**src/rtl/mbs_pkg.sv**
```systemverilog
package mbs_pkg;
  typedef enum logic [1:0] {
    ST_IDLE,
    ST_WAIT,
    ST_ACK,
    ST_HOLD
  } hs_state_t;

  localparam logic SZ_BYTE = 1'b0;
  localparam logic SZ_WORD = 1'b1;
endpackage

```
**src/rtl/mbs_row_decoder.sv**
```systemverilog
module mbs_row_decoder #(
  parameter int ADDR_W = 4,
  localparam int ROWS = 1 << ADDR_W
) (
  input  logic [ADDR_W-1:0] row,
  input  logic              en,
  output logic [ROWS-1:0]   sel
);
  for (genvar i = 0; i < ROWS; i++) begin : g_row
    assign sel[i] = en && (row == ADDR_W'(i));
  end
endmodule

```
**src/rtl/mbs_bit_slice.sv**
```systemverilog
module mbs_bit_slice #(
  parameter int ROWS = 16
) (
  input  logic            clk,
  input  logic            we,
  input  logic [ROWS-1:0] sel_lo,
  input  logic [ROWS-1:0] sel_hi,
  input  logic            d_lo,
  input  logic            d_hi,
  output logic            q_lo,
  output logic            q_hi
);
  logic [ROWS-1:0] cells;

  always_ff @(posedge clk) begin
    for (int i = 0; i < ROWS; i++) begin
      if (we && sel_lo[i])
        cells[i] <= d_lo;
      else if (we && sel_hi[i])
        cells[i] <= d_hi;
    end
  end

  assign q_lo = |(cells & sel_lo);
  assign q_hi = |(cells & sel_hi);
endmodule

```
**src/rtl/mbs_handshake.sv**
```systemverilog
module mbs_handshake
  import mbs_pkg::*;
#(
  parameter int WAIT_CYCLES = 2,
  localparam int CNT_W = (WAIT_CYCLES < 2) ? 1 : $clog2(WAIT_CYCLES)
) (
  input  logic clk,
  input  logic rst,
  input  logic rd,
  input  logic wr,
  output logic start,
  output logic fire,
  output logic ready
);
  hs_state_t        state;
  logic [CNT_W-1:0] cnt;

  assign start = (state == ST_IDLE) && (rd || wr);
  assign fire  = (state == ST_WAIT) && (cnt == '0);

  always_ff @(posedge clk) begin
    if (rst) begin
      state <= ST_IDLE;
      cnt   <= '0;
      ready <= 1'b0;
    end else begin
      ready <= fire;
      case (state)
        ST_IDLE: if (rd || wr) begin
          state <= ST_WAIT;
          cnt   <= CNT_W'(WAIT_CYCLES - 1);
        end
        ST_WAIT: if (cnt == '0) state <= ST_ACK;
                 else cnt <= cnt - 1'b1;
        ST_ACK:  state <= ST_HOLD;
        default: if (!rd && !wr) state <= ST_IDLE;
      endcase
    end
  end

  // ready can only rise out of the wait phase
  a_r4_rise_from_wait: assert property (@(posedge clk) disable iff (rst)
    $rose(ready) |-> $past(state) == ST_WAIT);
  // a held strobe after the acknowledge never restarts the wait
  a_r6_hold_blocks: assert property (@(posedge clk) disable iff (rst)
    (state == ST_HOLD && (rd || wr)) |=> state == ST_HOLD);
endmodule

```
**src/rtl/membus_slave.sv**
```systemverilog
module membus_slave
  import mbs_pkg::*;
#(
  parameter int ADDR_W      = 4,
  parameter int LANE_W      = 8,
  parameter int WAIT_CYCLES = 2,
  localparam int ROWS   = 1 << ADDR_W,
  localparam int DATA_W = 2 * LANE_W
) (
  input  logic              clk,
  input  logic              rst,
  input  logic [ADDR_W-1:0] addr,
  input  logic              rd,
  input  logic              wr,
  input  logic              size,
  input  logic [DATA_W-1:0] data_in,
  output logic [DATA_W-1:0] data_out,
  output logic              data_oe,
  output logic              ready
);
  logic              start, fire;
  logic [ADDR_W-1:0] cap_addr;
  logic              cap_size, cap_rd, cap_wr;
  logic [DATA_W-1:0] cap_data;
  logic [ADDR_W-1:0] row_lo, row_hi;
  logic [ROWS-1:0]   sel_lo, sel_hi;
  logic [LANE_W-1:0] q_lo, q_hi;
  logic              array_we;

  mbs_handshake #(.WAIT_CYCLES(WAIT_CYCLES)) u_hs (
    .clk(clk), .rst(rst), .rd(rd), .wr(wr),
    .start(start), .fire(fire), .ready(ready)
  );

  always_ff @(posedge clk) begin
    if (rst) begin
      cap_addr <= '0;
      cap_size <= SZ_BYTE;
      cap_data <= '0;
      cap_rd   <= 1'b0;
      cap_wr   <= 1'b0;
    end else if (start) begin
      cap_addr <= addr;
      cap_size <= size;
      cap_data <= data_in;
      cap_rd   <= rd && !wr;
      cap_wr   <= wr && !rd;
    end
  end

  assign row_lo   = (cap_size == SZ_WORD) ? {cap_addr[ADDR_W-1:1], 1'b0} : cap_addr;
  assign row_hi   = {cap_addr[ADDR_W-1:1], 1'b1};
  assign array_we = fire && cap_wr;

  mbs_row_decoder #(.ADDR_W(ADDR_W)) u_dec_lo (
    .row(row_lo), .en(1'b1), .sel(sel_lo)
  );
  mbs_row_decoder #(.ADDR_W(ADDR_W)) u_dec_hi (
    .row(row_hi), .en(cap_size == SZ_WORD), .sel(sel_hi)
  );

  for (genvar b = 0; b < LANE_W; b++) begin : g_slice
    mbs_bit_slice #(.ROWS(ROWS)) u_slice (
      .clk(clk), .we(array_we), .sel_lo(sel_lo), .sel_hi(sel_hi),
      .d_lo(cap_data[b]), .d_hi(cap_data[LANE_W+b]),
      .q_lo(q_lo[b]), .q_hi(q_hi[b])
    );
  end

  always_ff @(posedge clk) begin
    if (rst) begin
      data_out <= '0;
      data_oe  <= 1'b0;
    end else if (fire && !cap_wr) begin
      data_oe  <= 1'b1;
      data_out <= cap_rd ? {q_hi, q_lo} : '0;
    end else begin
      data_oe  <= 1'b0;
      data_out <= '0;
    end
  end

  // single-clock acknowledge
  a_r5_ready_one_clock: assert property (@(posedge clk) disable iff (rst)
    ready |=> !ready);
  // the data lane is only driven during an acknowledge
  a_r7_oe_only_on_ack: assert property (@(posedge clk) disable iff (rst)
    data_oe |-> ready);
  a_r7_released_zero: assert property (@(posedge clk) disable iff (rst)
    !data_oe |-> data_out == '0);
  // dual strobe returns zero data
  a_r8_dual_zero: assert property (@(posedge clk) disable iff (rst)
    (ready && rd && wr) |-> data_out == '0);
  // each decoder selects at most one row
  a_r3_sel_onehot: assert property (@(posedge clk) disable iff (rst)
    $onehot0(sel_lo) && $onehot0(sel_hi));
endmodule

```
**config.mk**
```make
export PLATFORM = sky130hd
export DESIGN_NAME = membus_slave
export DESIGN_NICKNAME = d
export VERILOG_FILES = /design/src/rtl/mbs_pkg.sv /design/src/rtl/mbs_row_decoder.sv /design/src/rtl/mbs_bit_slice.sv /design/src/rtl/mbs_handshake.sv /design/src/rtl/membus_slave.sv
export SDC_FILE = /design/constraint.sdc
export NUM_CORES = 1
export LEC_CHECK = 0
export BUFFER_PORTS_ARGS = -buffer_cell sky130_fd_sc_hd__buf_2
export CAP_MARGIN = 0
export CORE_MARGIN = 5
export CORE_UTILIZATION = 40
export CTS_CLUSTER_DIAMETER = 200
export DETAILED_ROUTE_END_ITERATION = 8
export PLACE_DENSITY = 0.53
export SYNTH_ARGS = -nofsm -noshare
export SYNTH_HDL_FRONTEND = slang
export SYNTH_SLANG_ARGS = --single-unit
```
**constraint.sdc**
```tcl
create_clock -name clk -period 3.31 [get_ports clk]
set_clock_uncertainty 0.15 [all_clocks]
set_input_delay 0.331 -clock clk [delete_from_list [all_inputs] [get_ports clk]]
set_output_delay 0.331 -clock clk [all_outputs]
set_load 0.02 [all_outputs]
```
==> metrics <==
Top FF cell, synth edfxtp_1; largest area contributor in the netlist edfxtp_1; CTS Buffer Depth 2; largest cells by area after synthesis edfxtp_1 46%, dfxtp_1 11%, mux2_2 10%, nand2_1 2.8%, a21oi_1 2.3%; Post-Synthesis Cells 675; hpwl dp 16.7 mm; Max Cap Viol 0; TritonRoute pass-1 iters 5; mapped cell area 8290 µm²; vias in the first global route 6075; Syn Area/Cell 12.3 µm²; first-pass GRT wire length 36.4 mm; register area share after synthesis 0.570; Cell variety after synth 66; arrival time worst endpoint 2.78 ns; CP Capture Type flop; reg2reg start u_hs.state[1]; antenna-violating nets left 0; Hold Path Class primary input to flop; Final Cycle Share 0.830; DRC 0; insertion delay to the later sink of the worst-skew pair 0.44 ns; starting density of the core 0.408; row count 52; area of the core 20300 µm²; VDD IR max 0.000418 V; buffer type at the clock tree root clkbuf_16; mux cell area share after synthesis 0.148; WL final 23.9 mm; Yosys top cell area share 0.464; TNS Setup 0 ns; Reg2Reg Setup Slack 0.56 ns; number of setup buffers added after CTS 0; clock slew at reported path FFs 0.07 ns; worst rel slew slack 0.239; P per Cell Area 667 nW/µm²; Buf/Inv on CP 1; Synth async-reset ratio 0; Final Hold Fails 0; CP max FO 16; Synth Area in Compound Gates 0.106; H-tree depth 4; count of input and output buffers 42; CTS tree done; RR Endpoint g_slice[7].u_slice.cells[0]; worst-path cell chain inv_1 > ha_1 > and3b_1 > nand3_1 > nor2_2 > mux2_2; combinational family with the most area after synthesis multiplexers; die area 23700 µm²; Antenna Cells 0; Worst Hold Path EP cap_size; Pwr Total 6370 µW; R2R depth 6; RSZ-0062 raised after global routing false; PostCTS Resize Cnt 0; Post-synth EDFFs 128; Ports 43; Pleak 0.00337 µW; fmax 364 MHz; RD Place Congestion 0.867; Num CTS Buffers 17; pins over their slew limit 0; Die Y-Extent 154 µm; hold depth 3; Via density 5.93; commonest non-fill, non-tap cell in the layout edfxtp_1; area share of fa/ha/maj cells after synthesis 0.00604; delay-heaviest family, CP simple AND/OR/NAND/NOR gates; register bit total from synthesis 172; xor/xnor share of the synthesized area 0; hold path startpoint size; GRT overflow 0; GRT Util Overall 0.202; antenna violations before repair 0; Critical Path Source Type flop; Area Growth Syn to Fin 15.2%; WP data required 3.34 ns; 1st-iter DRT viols 696; final-layout fill cell count 1894; proportion of layout cells with a drive suffix above 1 0.285; status finished, final reports clean; warnings from Yosys 0; syn_nets 704; Critical Path Max Stage Delay 0.63 ns; routed len/inst 23.8 µm; nets 749; CP Class flop to flop; pin count of the biggest net entering global routing 32; Die Width 154 µm; post-synthesis simple-gate area fraction 0.130; fin crit period 2.75 ns; clock sink total 172; cell with the largest stage delay on the worst path nor2_2; most frequent cells in the layout 128 x edfxtp_1, 77 x mux2_2, 62 x nand2_1; worst slew pin tran 1.14 ns; # setup viols final 0; via count 5948
## cell usage after synthesis (3+ instances only)
cell type,instances
nor2_1,19
a21oi_1,38
nor2b_1,7
o22ai_1,6
nand3_1,16
buf_4,3
and4_1,6
a2111oi_0,8
mux2i_1,19
a221oi_1,14
clkbuf_2,8
nand4_1,5
clkbuf_1,25
buf_1,8
nor3_1,13
ha_1,4
a211oi_1,7
inv_1,5
nand2_2,3
o211ai_1,4
and3b_1,6
nor3b_1,3
and3_1,18
o21ai_0,9
nand2_1,62
a31oi_1,8
buf_6,3
a41oi_1,4
mux2_4,8
edfxtp_1,128
buf_2,18
or3_1,5
nand2b_1,6
nor2_2,5
a22oi_1,7
a22o_1,4
mux2_2,77
nand3b_1,6
dfxtp_1,44
## power breakdown
| group | leakage, µW | total (µW) | internal (µW) | switching (µW) |
|---|---|---|---|---|
| Combinational | 0.00156 | 1430 | 628 | 807 |
| Clock | 0.000282 | 2020 | 1160 | 868 |
| Sequential | 0.00154 | 2910 | 2520 | 382 |
## layout make-up
type | instances | area [µm²] | share of cell area
multi-input cells | 432 | 3230 | 0.338
clock inverters | 10 | 103 | 0.0107
repair buffers | 91 | 631 | 0.0661
inverters | 6 | 22.5 | 0.00236
well taps | 270 | 338 | 0.0354
clock buffers | 22 | 497 | 0.0520
flip-flops and latches | 172 | 4730 | 0.495
## worst max-delay path by stage
stage | slack (ns) | cells past startpoint | endpoint | start
2_1_floorplan | 0.96 | 5 | g_slice[0].u_slice.cells[9] | cap_addr[3]
3_3_place_gp | 0.70 | 6 | g_slice[2].u_slice.cells[0] | u_hs.state[1]
3_5_place_dp | 0.57 | 6 | g_slice[7].u_slice.cells[0] | u_hs.state[1]
4_1_cts | 0.58 | 6 | g_slice[7].u_slice.cells[0] | u_hs.state[1]
5_1_grt | 0.39 | 6 | g_slice[7].u_slice.cells[0] | u_hs.state[1]
6_report | 0.56 | 6 | g_slice[7].u_slice.cells[0] | u_hs.state[1]
## stage by stage
step                       util  instances  setup slack [ns]  hold WS (ns)  instance area, µm²
after floorplan               -        675             0.960         0.277                8290
after detailed placement  0.430        950             0.574         0.357                8740
after global routing      0.470       1003             0.389        0.0203                9550
after global placement    0.430        950             0.695         0.347                8740
final                     0.470       1003             0.562        0.0119                9550
after CTS                 0.470       1003             0.575      0.000569                9550
## flip-flops by register name (all words and copies together), names as in the netlist
register               flops
cap_addr                   4
cap_data                  16
cap_rd                     1
cap_size                   1
cap_wr                     1
data_oe                    1
data_out                  16
g_slice.u_slice.cells    128
u_hs.cnt                   1
u_hs.ready                 1
u_hs.state                 2
## cell families (layout without fill, tap and decap cells)
group,after synthesis,after routing
simple gates,195,195
compound gates,127,127
mux,106,106
fa+ha+maj,4,4
buf+inv,71,129
flops,172,172
## repair_timing
item / in CTS / in global routing
hold buffers: 21 / 0
endpoints found under the hold margin: 21 / 0
setup endpoints to repair: 0 / 0
## worst register-to-register path, stage by stage, from the launching register on
cell     delay [ns]
dfxtp_1        0.34
inv_1          0.09
ha_1           0.26
and3b_1        0.39
nand3_1        0.21
nor2_2         0.63
mux2_2         0.43
## metal layers
layer  GRT usage  up-vias  wire, µm  share of wire
met4      0.0664        0       625          0.026
met3      0.0433       41      1620          0.068
met1       0.272     2986     10300           0.43
li1            -     2677         -              -
met5           0        -         0              0
met2       0.328      244     11300           0.47
Power figures use the tool's default switching activity.
